===== src/rtl/cfg_lut_tile.sv =====
module cfg_lut_tile #(
  parameter int K = 3
) (
  input  logic clk,
  input  logic rst_n,
  input  logic cfg_en,
  input  logic cfg_in,
  output logic cfg_out,
  input  logic in_a,
  input  logic in_b,
  input  logic in_c,
  input  logic in_d,
  input  logic in_e,
  input  logic in_f,
  input  logic carry_in,
  output logic out1,
  output logic out2,
  output logic out3,
  output logic out4,
  output logic carry_out
);
  localparam int ENT = 1 << K;
  localparam int CW  = 4 * ENT + 1;

  logic [CW-1:0]  chain;
  logic [K-1:0]   sel_a, sel_b;
  logic [ENT-1:0] t1, t2, t3, t4;
  logic           carry_mode, r1, r2, r3, r4;

  always_ff @(posedge clk or negedge rst_n)
    if (!rst_n)      chain <= '0;
    else if (cfg_en) chain <= {chain[CW-2:0], cfg_in};

  assign cfg_out    = chain[CW-1];
  assign carry_mode = chain[CW-1];

  assign t1 = chain[0*ENT +: ENT];
  assign t2 = chain[1*ENT +: ENT];
  assign t3 = chain[2*ENT +: ENT];
  assign t4 = chain[3*ENT +: ENT];

  assign sel_a = {in_c, in_b, in_a};
  assign sel_b = {carry_mode ? carry_in : in_f, in_e, in_d};

  assign r1 = t1[sel_a];
  assign r2 = t2[sel_a];
  assign r3 = t3[sel_b];
  assign r4 = t4[sel_b];

  assign out1      = r1 & ~cfg_en;
  assign out2      = r2 & ~cfg_en;
  assign out3      = r3 & ~cfg_en;
  assign out4      = r4 & ~cfg_en;
  assign carry_out = out4;
endmodule



===== config.mk =====
export PLATFORM = sky130hd
export DESIGN_NAME = cfg_lut_tile
export DESIGN_NICKNAME = d
export VERILOG_FILES = /design/src/rtl/cfg_lut_tile.sv
export SDC_FILE = /design/constraint.sdc
export NUM_CORES = 1
export LEC_CHECK = 0
export BUFFER_PORTS_ARGS = -buffer_cell sky130_fd_sc_hd__buf_2
export CAP_MARGIN = 20
export CELL_PAD_IN_SITES_DETAIL_PLACEMENT = 1
export CELL_PAD_IN_SITES_GLOBAL_PLACEMENT = 1
export CORE_UTILIZATION = 40
export DETAILED_ROUTE_END_ITERATION = 6
export GPL_TIMING_DRIVEN = 1
export PLACE_DENSITY = 0.72
export SYNTH_ARGS = -nofsm -noshare
export SYNTH_HDL_FRONTEND = slang
export SYNTH_SLANG_ARGS = --single-unit

===== constraint.sdc =====
create_clock -name clk -period 3.5 [get_ports clk]
set_input_delay 1.05 -clock clk [delete_from_list [all_inputs] [get_ports clk]]
set_output_delay 1.05 -clock clk [all_outputs]
set_load 0.02 [all_outputs]

==> results of run 1 <==
## path summary, 6_finish.rpt
path	start	endpoint	slack [ns]	depth (start not counted)
max	in_a	out1	0.31	5
max reg2reg	chain[23]	chain[23]	2.72	1
min in group asynchronous	rst_n	chain[32]	0.81	1
min	chain[13]	chain[13]	0.52	1
min reg2reg	chain[13]	chain[13]	0.52	1
max in group asynchronous	rst_n	chain[12]	2.23	1
## cell families (layout without fill, tap and decap cells)
group / after synthesis / in the layout
and+or+nand+nor: 4 / 4
AOI/OAI and AO/OA: 2 / 2
buffers and inverters: 5 / 25
DFF: 33 / 33
muxes: 44 / 44
## metrics by stage
stage | instance area (um^2) | instances | util [%] | hold WS, ns
finish | 1700 | 154 | 49.5 | 0.524
global route | 1700 | 154 | 49.5 | 0.554
CTS | 1700 | 154 | 49.5 | 0.531
detailed placement | 1600 | 146 | 46.6 | 0.514
global placement | 1600 | 146 | 46.6 | 0.501
floorplan | 1490 | 88 | - | 0.489
## layout make-up
cell class	instances	share of cell area (%)
Clock inverter	1	0.294
Multi-Input combinational cell	50	37.1
Timing Repair Buffer	17	5.14
Clock buffer	7	5.65
Tap cell	46	3.38
Sequential cell	33	48.5
## where the power goes
group	leakage (nW)	switching, mW	internal (mW)	total [mW]
clock network	0.0542	0.131	0.177	0.308
logic	0.325	0.0948	0.193	0.288
registers	0.411	0.105	0.527	0.633
## routing by layer
layer / wire, um / track usage (%)
met1: 1070 / 18.9
met2: 1160 / 23.5
met3: 129 / 5.47
met4: 30 / 6.98
met5: 0 / 0
## synth_stat cells
cell type and instances:
mux2_2 33, buf_4 1, a22o_1 2, dfrtp_1 33, mux4_1 4, buf_2 4
mux2i_1 3, mux4_2 4, nor2b_1 1, nor2_1 3
==> flow_summary.yaml, run 1 <==
cells_and_area:
  area_delta_synth_final_pct: 14.7
  most-common-layout-cells: "33 x mux2_2, 33 x dfrtp_1, 16 x buf_2, 7 x clkbuf_8"
  drive_gt1_share_pct: 57.4
  multi_input_area_um2: 632
  seqCellArea_um2: 826
  antennaDiodeCount: 0
  nets: 118
  largest_register_ffs: 33
  largest_register: "chain"
  reg.largest.list: "chain (33)"
  nFillCells: 337
critical_path:
  path_common_cell: "buf_2"
  cp_slowest_stage_delay_ns: 0.57
  cp.buffers_inverters: 2
  cp.arrival_ns: 2.14
  crit_path_end_kind: "output port"
  crit_path_cell_trace: "buf_2, mux4_1, mux2i_1, nor2_1, buf_2"
  crit_slowest_cell: "mux4_1"
  crit_family: "multiplexers"
  crit_path_start_kind: "primary input"
  crit_fanout: 4
  worstSetupPathType: "primary input to output port"
  worstPathRequired_ns: 2.45
drt:
  drc: 0
  drt_pass1_iterations: 2
  viasPerCell: 5.24
  wl_per_cell_um: 15.5
  drtAntennaViolNets: 0
  drt_iter0_drc: 17
  vias: 807
  drt_wl_total_mm: 2.39
clock_tree:
  cts_sinks: 33
  post-cts-setup-buffers: 0
  clk_path_buf_depth: 2
  path_clk_slew_ns: 0.06
  cts_root_buffer: "clkbuf_8"
  numCtsBuffers: 5
  cts_tree: "done"
  cts-resized-gates: 0
  insertion_delay_ns: 0.28
  cts_hold_buffers: 0
  htreeDepth: 2
timing:
  fin_setup_tns_ns: 0
  relSlewSlack_pct: 53.0
  setup_ws_ns: 0.308
  worst_pin_slew_ns: 0.706
  fmax_ghz: 0.313
  fin_skew_ns: 0.00386
  slew_viol_final: 0
  finalCritPeriodShare_pct: 91.2
  finalCriticalPeriod_ns: 3.19
  rsz0062_at_grt: "no"
  finalSetupViolations: 0
  hold_viol: 0
logic_synthesis:
  synth_top_family_by_area: "multiplexers"
  synth_cells: 88
  synthesis.nets: 99
  yosysUniqueCellTypes: 10
  synth_largest_area_cell: "dfrtp_1"
  yosysSeqAreaShare_pct: 55.6
  synth_compound_area_share_pct: 1.18
  muxShareOfSynthArea_pct: 40.2
  synth_area_per_cell_um2: 16.9
  ys_ff_latch: 33
  ys_top_cells_by_area: "dfrtp_1 56%, mux2_2 25%, mux4_1 7.1%"
  synth-adder-area-share_pct: 0
  synth_top_area_share_pct: 55.6
  synth-xor-area-share_pct: 0
  ys_warn_count: 0
  netlist_area_um2: 1490
  synthSimpleGateAreaFrac_pct: 1.18
placement:
  post-place-ws_ns: 0.290
  hpwlAfterDp_mm: 1.68
  routabilityCongestion: 0.712
  portBuffers: 16
power:
  p_per_area_nw_per_um2: 721
  p_total_mw: 1.23
  cellLeakagePower_nw: 0.790
  ir_worst_vdd_uv: 318
global_routing:
  grt_pass1_vias: 910
  grt_pass1_wl_mm: 4.49
  grt_use_total_pct: 15.2
  antenna_found_initial: 0
  grt_max_degree: 34
  grt-ovfl-total: 0
floorplanning:
  die_y_um: 62.9
  core_area_um2: 3440
  io-pin-count: 17
  die-area_um2: 3960
  rows: 21
  initial_core_util_pct: 43.1
  die_w_um: 62.9
job:
  max-cap-violations: 0
worst_hold_path:
  hold_path.class: "flip-flop to flip-flop"
run_status:
  status: "completed"
No activity file was read; power rests on OpenSTA's default activity.
==> run 2: changes to the inputs <==
--- a/config.mk
+++ b/config.mk
@@ -9,10 +9,10 @@
 export CAP_MARGIN = 20
 export CELL_PAD_IN_SITES_DETAIL_PLACEMENT = 1
 export CELL_PAD_IN_SITES_GLOBAL_PLACEMENT = 1
-export CORE_UTILIZATION = 40
+export CORE_UTILIZATION = 50
 export DETAILED_ROUTE_END_ITERATION = 6
 export GPL_TIMING_DRIVEN = 1
-export PLACE_DENSITY = 0.72
+export PLACE_DENSITY = 0.86
 export SYNTH_ARGS = -nofsm -noshare
 export SYNTH_HDL_FRONTEND = slang
 export SYNTH_SLANG_ARGS = --single-unit
==> flow_summary.yaml, run 2 (synthesis gave the netlist of run 1 again) <==
power:
  p_seq_share_pct: 49.6
  p_total_mw: 1.28
  combinationalPowerShare_pct: 23.1
  cellLeakagePower_nw: 0.796
  ir_worst_vdd_uv: 556
  p_per_area_nw_per_um2: 756
  p_switching_uw: 339
  switching_share_pct: 26.5
  p_int_uw: 941
  p_clk_share_pct: 27.3
cells_and_area:
  drive_gt1_share_pct: 57.8
  most-common-layout-cells: "33 x mux2_2, 33 x dfrtp_1, 16 x buf_2, 5 x clkbuf_4"
  reg.largest.list: "chain (33)"
  layout.cells.non_filler: 140
  nets: 119
  area_delta_synth_final_pct: 14.1
  largest_register_ffs: 33
  largest_register: "chain"
  final_area_um2: 1690
  antennaDiodeCount: 0
  fin_util_pct: 60.9
run_status:
  status: "completed"
floorplanning:
  io-pin-count: 17
  rows: 19
  die_w_um: 56.5
  die_y_um: 56.5
  core_area_um2: 2780
  initial_core_util_pct: 53.4
  die-area_um2: 3190
critical_path:
  cp.arrival_ns: 2.18
  worstPathRequired_ns: 2.45
  reg2regPathDepth: 1
  path_common_cell: "buf_2"
  crit_path_cell_trace: "buf_2, mux4_1, mux2i_1, nor2_1, buf_2"
  crit_slowest_cell: "mux4_1"
  worstSetupPathType: "primary input to output port"
  crit_path_end_kind: "output port"
  cp_slowest_stage_delay_ns: 0.58
  crit_fanout: 4
  crit_path_start_kind: "primary input"
clock_tree:
  cts_root_buffer: "clkbuf_4"
  cts_sinks: 33
  cts-resized-gates: 0
  cts_tree: "done"
  htreeDepth: 2
  insertion_delay_ns: 0.33
  numCtsBuffers: 5
  clk_path_buf_depth: 2
  post-cts-setup-buffers: 0
  cts_hold_buffers: 0
  path_clk_slew_ns: 0.10
timing:
  hold_viol: 0
  finalSetupViolations: 0
  fin_skew_ns: 0.00607
  relSlewSlack_pct: 52.7
  finalCriticalPeriod_ns: 3.23
  fin_setup_tns_ns: 0
  rsz0062_at_grt: "no"
  slew_viol_final: 0
  fmax_ghz: 0.310
  finalCritPeriodShare_pct: 92.1
  worst_pin_slew_ns: 0.709
  worst_hold_slack_ns: 0.526
  setup_ws_ns: 0.275
placement:
  portBuffers: 16
  routabilityCongestion: 0.685
  post-place-ws_ns: 0.263
  postPlaceCellArea_um2: 1590
  placed_cells: 132
  hpwlAfterDp_mm: 1.88
drt:
  viasPerCell: 5.88
  wl_per_cell_um: 18.6
  drt_wl_total_mm: 2.61
  drt_pass1_iterations: 4
  drtAntennaViolNets: 0
  drc: 0
  vias: 823
  drt_iter0_drc: 29
worst_hold_path:
  hold_path.class: "flip-flop to flip-flop"
  holdPathStages: 1
job:
  max-cap-violations: 0
global_routing:
  grt_pass1_vias: 923
  grt_max_degree: 34
  grt-ovfl-total: 0
  antenna_found_initial: 0
  grt_use_total_pct: 19.2
  grt_pass1_wl_mm: 4.40
-- run 2: changes by cell type in the layout (fill, tap and decap cells not counted) --
cell,previous run,this run
buf_4,1,2
bufinv_16,0,2
clkbuf_4,0,5
clkbuf_8,7,0
-- run 2: worst paths after layout --
check,end,slack [ns],start
max in group asynchronous,chain[21],2.29,rst_n
worst max-delay path,out1,0.27,in_a
worst min register to register,chain[5],0.53,chain[4]
min in group asynchronous,chain[31],0.76,rst_n
worst min-delay path,chain[5],0.53,chain[4]
worst max register to register,chain[12],2.68,chain[12]
-- run 2: power groups by stage --
stage                     Sequential (mW)  Combinational, mW  Clock, mW
after floorplan                     0.595              0.243          0
after global placement              0.630              0.279          0
after detailed placement            0.643              0.299          0
after CTS                           0.634              0.301      0.358
after global routing                0.656              0.323      0.371
final                               0.635              0.296      0.349
-- run 2: final cells by class --
type	count	area, um^2
Fill cell	266	1090
Multi-Input combinational cell	50	632
Sequential cell	33	826
Timing Repair Buffer	18	95.1
Clock inverter	3	65.1
Clock buffer	5	37.5
Tap cell	31	38.8
-- run 2: per-layer routing --
metal  global-route usage [%]  wire length (um)
met5                        0                 0
met4                     5.23                32
met3                     7.14               128
met2                     33.4              1380
met1                     22.0              1070
-- run 2: critical path: cells and delay by family --
kind	cells	cell delay [ns]
muxes	2	0.74
buffers and inverters	2	0.32
and+or+nand+nor	1	0.07
